$ cat config.mk
export PLATFORM = sky130hd
export DESIGN_NAME = sram_cycle_ctrl
export DESIGN_NICKNAME = d
export VERILOG_FILES = /design/src/rtl/sram_ctrl_pkg.sv /design/src/rtl/sram_phase_timer.sv /design/src/rtl/sram_bus_guard.sv /design/src/rtl/sram_cycle_ctrl.sv
export SDC_FILE = /design/constraint.sdc
export NUM_CORES = 1
export LEC_CHECK = 0
export BUFFER_PORTS_ARGS = -buffer_cell sky130_fd_sc_hd__buf_2
export CAP_MARGIN = 20
export CORE_UTILIZATION = 43
export DETAILED_ROUTE_END_ITERATION = 16
export GPL_TIMING_DRIVEN = 0
export PLACE_DENSITY = 0.78
export SYNTH_ARGS = -nofsm -noshare
export SYNTH_HDL_FRONTEND = slang
export SYNTH_SLANG_ARGS = --single-unit
$ cat constraint.sdc
create_clock -name clk_i -period 2.1 [get_ports clk_i]
set_clock_uncertainty 0.2 [all_clocks]
set_input_delay 0.42 -clock clk_i [delete_from_list [all_inputs] [get_ports clk_i]]
set_output_delay 0.42 -clock clk_i [all_outputs]
set_load 0.05 [all_outputs]
$ cat src/rtl/sram_ctrl_pkg.sv
package sram_ctrl_pkg;

  typedef enum logic [2:0] {
    ST_SLEEP,
    ST_WAKE,
    ST_IDLE,
    ST_READ,
    ST_WSET,
    ST_WPULSE,
    ST_WTAIL
  } ctrl_state_e;

  typedef struct packed {
    logic ce1_n;
    logic ce2;
    logic oe_n;
    logic we_n;
    logic dq_oe;
  } strobe_t;

  // strobe levels held during each state
  function automatic strobe_t strobe_of(ctrl_state_e s);
    strobe_t o;
    o = '{ce1_n: 1'b0, ce2: 1'b1, oe_n: 1'b1, we_n: 1'b1, dq_oe: 1'b0};
    case (s)
      ST_SLEEP: begin
        o.ce1_n = 1'b1;
        o.ce2   = 1'b0;
      end
      ST_READ: o.oe_n = 1'b0;
      ST_WPULSE: begin
        o.we_n  = 1'b0;
        o.dq_oe = 1'b1;
      end
      default: ;
    endcase
    return o;
  endfunction

endpackage

$ cat src/rtl/sram_phase_timer.sv
module sram_phase_timer #(
  parameter int unsigned CNT_W = 3
) (
  input  logic             clk_i,
  input  logic             rst_ni,
  input  logic             load_i,
  input  logic [CNT_W-1:0] load_val_i,
  output logic             done_o
);

  logic [CNT_W-1:0] cnt_q;

  always_ff @(posedge clk_i or negedge rst_ni) begin
    if (!rst_ni) begin
      cnt_q <= '0;
    end else if (load_i) begin
      cnt_q <= load_val_i;
    end else if (cnt_q != '0) begin
      cnt_q <= cnt_q - CNT_W'(1);
    end
  end

  assign done_o = (cnt_q == '0);

endmodule

$ cat src/rtl/sram_bus_guard.sv
module sram_bus_guard #(
  parameter int unsigned TURN_CYC = 2
) (
  input  logic clk_i,
  input  logic rst_ni,
  input  logic arm_i,
  output logic clear_o
);

  generate
    if (TURN_CYC == 0) begin : g_none
      logic unused_guard;
      assign unused_guard = clk_i ^ rst_ni ^ arm_i;
      assign clear_o = 1'b1;
    end else begin : g_cnt
      localparam int unsigned GW = $clog2(TURN_CYC + 1);
      logic [GW-1:0] cnt_q;

      always_ff @(posedge clk_i or negedge rst_ni) begin
        if (!rst_ni) begin
          cnt_q <= '0;
        end else if (arm_i) begin
          cnt_q <= GW'(TURN_CYC);
        end else if (cnt_q != '0) begin
          cnt_q <= cnt_q - GW'(1);
        end
      end

      assign clear_o = (cnt_q == '0);
    end
  endgenerate

endmodule

$ cat src/rtl/sram_cycle_ctrl.sv
module sram_cycle_ctrl
  import sram_ctrl_pkg::*;
#(
  parameter int unsigned ADDR_W       = 13,
  parameter int unsigned DATA_W       = 8,
  parameter int unsigned RD_CYC       = 4,
  parameter int unsigned WR_PULSE_CYC = 3,
  parameter int unsigned WR_CYC       = 4,
  parameter int unsigned TURN_CYC     = 2,
  parameter int unsigned WAKE_CYC     = 4
) (
  input  logic              clk_i,
  input  logic              rst_ni,
  input  logic              req_valid_i,
  output logic              req_ready_o,
  input  logic              req_we_i,
  input  logic [ADDR_W-1:0] req_addr_i,
  input  logic [DATA_W-1:0] req_wdata_i,
  input  logic              standby_i,
  output logic              rsp_valid_o,
  output logic [DATA_W-1:0] rsp_rdata_o,
  output logic [ADDR_W-1:0] ram_addr_o,
  output logic              ram_ce1_n_o,
  output logic              ram_ce2_o,
  output logic              ram_oe_n_o,
  output logic              ram_we_n_o,
  output logic [DATA_W-1:0] ram_dq_o,
  output logic              ram_dq_oe_o,
  input  logic [DATA_W-1:0] ram_dq_i
);

  localparam int unsigned RD_LEN   = (RD_CYC > 0) ? RD_CYC : 1;
  localparam int unsigned PL_LEN   = (WR_PULSE_CYC > 0) ? WR_PULSE_CYC : 1;
  localparam int unsigned TAIL_LEN = (WR_CYC > PL_LEN) ? WR_CYC - PL_LEN : 1;
  localparam int unsigned WK_LEN   = (WAKE_CYC > 0) ? WAKE_CYC : 1;
  localparam int unsigned MAX_A    = (RD_LEN > PL_LEN) ? RD_LEN : PL_LEN;
  localparam int unsigned MAX_B    = (TAIL_LEN > WK_LEN) ? TAIL_LEN : WK_LEN;
  localparam int unsigned MAX_CYC  = (MAX_A > MAX_B) ? MAX_A : MAX_B;
  localparam int unsigned CNT_W    = $clog2(MAX_CYC + 1);

  ctrl_state_e state_q, state_d;
  strobe_t     strb_q;
  logic [ADDR_W-1:0] addr_q;
  logic [DATA_W-1:0] wdata_q, rdata_q;
  logic              op_we_q, rsp_q;
  logic              accept, rd_done, tmr_ld, tmr_done, bus_clear;
  logic [CNT_W-1:0]  tmr_val;

  sram_phase_timer #(.CNT_W(CNT_W)) i_timer (
    .clk_i      (clk_i),
    .rst_ni     (rst_ni),
    .load_i     (tmr_ld),
    .load_val_i (tmr_val),
    .done_o     (tmr_done)
  );

  sram_bus_guard #(.TURN_CYC(TURN_CYC)) i_guard (
    .clk_i   (clk_i),
    .rst_ni  (rst_ni),
    .arm_i   (rd_done),
    .clear_o (bus_clear)
  );

  assign req_ready_o = ((state_q == ST_IDLE) || (state_q == ST_SLEEP)) && !standby_i;
  assign accept      = req_valid_i && req_ready_o;

  always_comb begin
    state_d = state_q;
    tmr_ld  = 1'b0;
    tmr_val = '0;
    rd_done = 1'b0;
    case (state_q)
      ST_SLEEP: begin
        if (accept) begin
          state_d = ST_WAKE;
          tmr_ld  = 1'b1;
          tmr_val = CNT_W'(WK_LEN - 1);
        end
      end
      ST_WAKE: begin
        if (tmr_done) begin
          if (op_we_q) begin
            state_d = ST_WSET;
          end else begin
            state_d = ST_READ;
            tmr_ld  = 1'b1;
            tmr_val = CNT_W'(RD_LEN - 1);
          end
        end
      end
      ST_IDLE: begin
        if (standby_i) begin
          state_d = ST_SLEEP;
        end else if (accept) begin
          if (req_we_i) begin
            state_d = ST_WSET;
          end else begin
            state_d = ST_READ;
            tmr_ld  = 1'b1;
            tmr_val = CNT_W'(RD_LEN - 1);
          end
        end
      end
      ST_READ: begin
        if (tmr_done) begin
          rd_done = 1'b1;
          state_d = ST_IDLE;
        end
      end
      ST_WSET: begin
        // address already settled; hold until the bus is free
        if (bus_clear) begin
          state_d = ST_WPULSE;
          tmr_ld  = 1'b1;
          tmr_val = CNT_W'(PL_LEN - 1);
        end
      end
      ST_WPULSE: begin
        if (tmr_done) begin
          state_d = ST_WTAIL;
          tmr_ld  = 1'b1;
          tmr_val = CNT_W'(TAIL_LEN - 1);
        end
      end
      ST_WTAIL: begin
        if (tmr_done) state_d = ST_IDLE;
      end
      default: state_d = ST_SLEEP;
    endcase
  end

  always_ff @(posedge clk_i or negedge rst_ni) begin
    if (!rst_ni) begin
      state_q <= ST_SLEEP;
      strb_q  <= strobe_of(ST_SLEEP);
    end else begin
      state_q <= state_d;
      strb_q  <= strobe_of(state_d);
    end
  end

  always_ff @(posedge clk_i or negedge rst_ni) begin
    if (!rst_ni) begin
      addr_q  <= '0;
      wdata_q <= '0;
      op_we_q <= 1'b0;
    end else if (accept) begin
      addr_q  <= req_addr_i;
      wdata_q <= req_wdata_i;
      op_we_q <= req_we_i;
    end
  end

  always_ff @(posedge clk_i or negedge rst_ni) begin
    if (!rst_ni) begin
      rdata_q <= '0;
      rsp_q   <= 1'b0;
    end else begin
      rsp_q <= rd_done;
      if (rd_done) rdata_q <= ram_dq_i;
    end
  end

  assign rsp_valid_o = rsp_q;
  assign rsp_rdata_o = rdata_q;
  assign ram_addr_o  = addr_q;
  assign ram_dq_o    = wdata_q;
  assign ram_ce1_n_o = strb_q.ce1_n;
  assign ram_ce2_o   = strb_q.ce2;
  assign ram_oe_n_o  = strb_q.oe_n;
  assign ram_we_n_o  = strb_q.we_n;
  assign ram_dq_oe_o = strb_q.dq_oe;

endmodule

==> flow_metrics.env <==
export IMPL_outcome="completed"
export IMPL_grt_usage_pct=16.44
export IMPL_drcViolationCount=0
export IMPL_gp_congestion=0.8361
export IMPL_syn_num_nets=175
export IMPL_syn_inst=138
export IMPL_ys_ff_latch=44
export IMPL_maxSlewViolCount=0
export IMPL_core_area_um2=4058
export IMPL_dp_hpwl_mm=2.632
export IMPL_ant_nets=0
export IMPL_power_leakage_nw=1.200
export IMPL_yosys_top_cells_area="dfrtp_1 (56%), mux2_2 (18%), dfstp_2 (4.3%)"
export IMPL_cts_root_buf="clkbuf_8"
export IMPL_critPathArrivalTime_ps=2060
export IMPL_maxSlewHeadroom_pct=37.68
export IMPL_finalCriticalPeriod_ps=2054
export IMPL_antenna_found_initial=0
export IMPL_worstSkewPairLatency_ps=290
export IMPL_port_buffers=69
export IMPL_std_cell_rows=23
export IMPL_worstPathRequired_ps=2110
export IMPL_grt_max_degree=45
export IMPL_ys_seq_area_share_pct=60.03
export IMPL_num_antenna_cells=0
export IMPL_timing_fmax_ghz=0.4868
export IMPL_clk_pin_slew_worst_paths_ps=80
export IMPL_drive_gt1_share_pct=56.02
export IMPL_grt_pass1_wl_mm=5.375
export IMPL_fin_crit_sh_pct=97.81
export IMPL_die_h_um=67.43
export IMPL_tightestPinTransition_ps=934.9
export IMPL_p_seq_share_pct=33.9
export IMPL_synth_area_per_cell_um2=13.34
export IMPL_holdWs_ps=67.60
export IMPL_cts_tree="yes"
export IMPL_clk_path_buf_depth=2
export IMPL_hp_class="in -> async"
export IMPL_dr_first_iter_drc_count=96
export IMPL_cp_end_kind="register"
export IMPL_path_max_fanout=6
export IMPL_synth_top_area_share_pct=55.74
export IMPL_rsz0062_at_grt="yes"
export IMPL_routed_wl_mm=3.467
export IMPL_setup_viol=0
export IMPL_dr_pass1_iters=4
export IMPL_htree_levels=2
export IMPL_synth_distinct_cells=35
export IMPL_hold_viol_final=0
export IMPL_num_vias=1317
export IMPL_p_total_mw=4.079
export IMPL_clkPwrFrac_pct=12.1
export IMPL_dieArea_um2=4546
export IMPL_max_vdd_ir_drop_mv=0.8748
export IMPL_path_class="reg -> reg"
export IMPL_startpoint_type="register"
export IMPL_detail_route_wl_per_cell_um=13.03
export IMPL_p_sw_mw=1.933
export IMPL_start_util_pct=45.36
export IMPL_die_w_um=67.43
export IMPL_grt_pass1_vias=1223
export IMPL_area_delta_synth_final_pct=28.01
export IMPL_cap_violations=0
export IMPL_overflow=0
export IMPL_cts_buffers=5
export IMPL_via_per_inst=4.951
export IMPL_pin_count=70
export IMPL_sw_frac_of_total_pct=47.38
export IMPL_nFillCells=364
export IMPL_p_comb_share_pct=54.0
export IMPL_nets=252
export IMPL_power_density_nw_per_um2=1732
export IMPL_internal_power_mw=2.147
export IMPL_synthesis_area_um2=1841
export IMPL_cts_sinks=44
export IMPL_cp_slowest_stage_delay_ps=500
export IMPL_synth_warning_count=0
export IMPL_cp_slowest_cell="or4b_1"
export IMPL_crit_chain="or4b_1, buf_2, o21ai_2, a22o_4, or3b_1"
export IMPL_yosys_area_top_type="dfrtp_1"
repair_timing:
action,4_1_cts,5_1_grt
hold buffers,0,0
endpoints found under the setup margin,1,11
resized for setup,2,3
pin swaps,0,3
setup buffers,1,0
layer usage:
layer  part of all wire, %  global-route usage (%)  up-vias
li1                      -                       -      634
met1                    40                   17.62      644
met2                    55                   28.75       32
met3                   3.7                   5.068        7
met4                   1.7                   8.777        0
met5                     0                       0        -
per-stage QoR:
stage	setup slack, ps	utilization (%)	instance area (um^2)	setup TNS, ps	cells
finish	45.91	58.06	2356	0	266
global route	-53.22	58.06	2356	-53.33	266
CTS	19.99	57.82	2346	0	266
detailed placement	-134.9	55.54	2253	-1496	257
global placement	-93.22	55.54	2253	-1180	257
floorplan	50.31	-	1846	0	138
cells in the mapped netlist (all sizes together):
master and n:
a211o 1, nand3 2, or4b 1, nor3b 1, nor2 3, xor2 1
nand3b 1, a21oi 3, or3b 3, a31oi 1, and3 1, buf 4
dfstp 3, or3 2, and2 1, clkbuf 4, nor4b 1, a22o 1
dfrtp 41, nor2b 2, o21ai 4, a21o 1, nand2 6, xnor2 1
nor3 4, a22oi 1, a21bo 1, inv 6, o211ai 3, ha 3
nand2b 1, mux2 30
cell usage in the layout (no fill, tap or decap), types with 2 or more instances in the layout:
| cell type | synthesis | routed |
|---|---|---|
| or3b_2 | 2 | 2 |
| dfstp_2 | 3 | 3 |
| mux2_2 | 30 | 30 |
| dfrtp_1 | 41 | 41 |
| ha_1 | 3 | 2 |
| nor2b_1 | 2 | 2 |
| clkbuf_8 | 0 | 5 |
| or3_1 | 2 | 2 |
| nand3_1 | 2 | 2 |
| nor3_1 | 4 | 3 |
| o211ai_1 | 3 | 3 |
| inv_1 | 6 | 6 |
| clkbuf_1 | 4 | 5 |
| nand2_1 | 6 | 6 |
| o21ai_0 | 3 | 3 |
| nor2_1 | 3 | 3 |
| buf_2 | 3 | 71 |
| clkbuf_4 | 0 | 2 |
| a21oi_1 | 3 | 3 |
registers in the layout, indices dropped and copies added, names as in the netlist:
name / count
state_q: 3
rsp_rdata_o: 8
ram_ce2_o: 1
ram_we_n_o: 1
ram_addr_o: 13
ram_dq_oe_o: 1
i_guard.g_cnt.cnt_q: 2
ram_oe_n_o: 1
ram_ce1_n_o: 1
i_timer.cnt_q: 3
op_we_q: 1
rsp_valid_o: 1
ram_dq_o: 8
layout make-up:
cell class | count | area [um^2] | share of cell area, %
inverter | 6 | 22.52 | 0.9559
buffer | 8 | 40.04 | 1.699
multi-input combinational | 80 | 691.9 | 29.37
tap | 50 | 62.56 | 2.655
sequential | 44 | 1105 | 46.89
clock buffer | 7 | 76.32 | 3.240
timing repair buffer | 70 | 352.8 | 14.98
clock inverter | 1 | 5.005 | 0.2124
worst max-delay path, delay by kind of cell (launching register included):
family          cells  cell delay [ps]
compound gates      2              320
buf+inv             1              180
flops               1              420
simple gates        2              860
kinds of logic (layout without fill, tap and decap cells):
family	Yosys count	count (layout)	share of synthesized area, %
fa+ha+maj	3	3	2.040
compound gates	16	16	6.459
xor+xnor	2	2	0.9519
mux	30	30	18.35
flops	44	44	60.03
simple gates	29	29	9.110
buf+inv	14	92	3.058
final timing paths:
kind / slack, ps / to / start / depth (start not counted)
worst max-delay path: 50 / ram_oe_n_o$_DFF_PN1_ / state_q[0]$_DFF_PN0_ / 5
worst min-delay path: 70 / rsp_rdata_o[3]$_DFFE_PN0P_ / rst_ni / 1
worst max register to register: 50 / ram_oe_n_o$_DFF_PN1_ / state_q[0]$_DFF_PN0_ / 5
worst min register to register: 300 / rsp_rdata_o[1]$_DFFE_PN0P_ / rsp_rdata_o[1]$_DFFE_PN0P_ / 1
max in group asynchronous: 1050 / ram_addr_o[5]$_DFFE_PN0N_ / rst_ni / 1
min in group clk_i: 160 / ram_dq_o[2]$_DFFE_PN0N_ / req_wdata_i[2] / 2
power by group through the flow:
stage                     clock network [mW]  logic, mW  registers [mW]
after CTS                              0.518       2.22            1.39
final                                  0.495       2.20            1.38
after floorplan                            0      0.757            2.34
after global routing                   0.549       2.34            1.43
after detailed placement                   0       2.19            1.40
after global placement                     0       2.14            1.38
(Power assumes the default switching activity.)
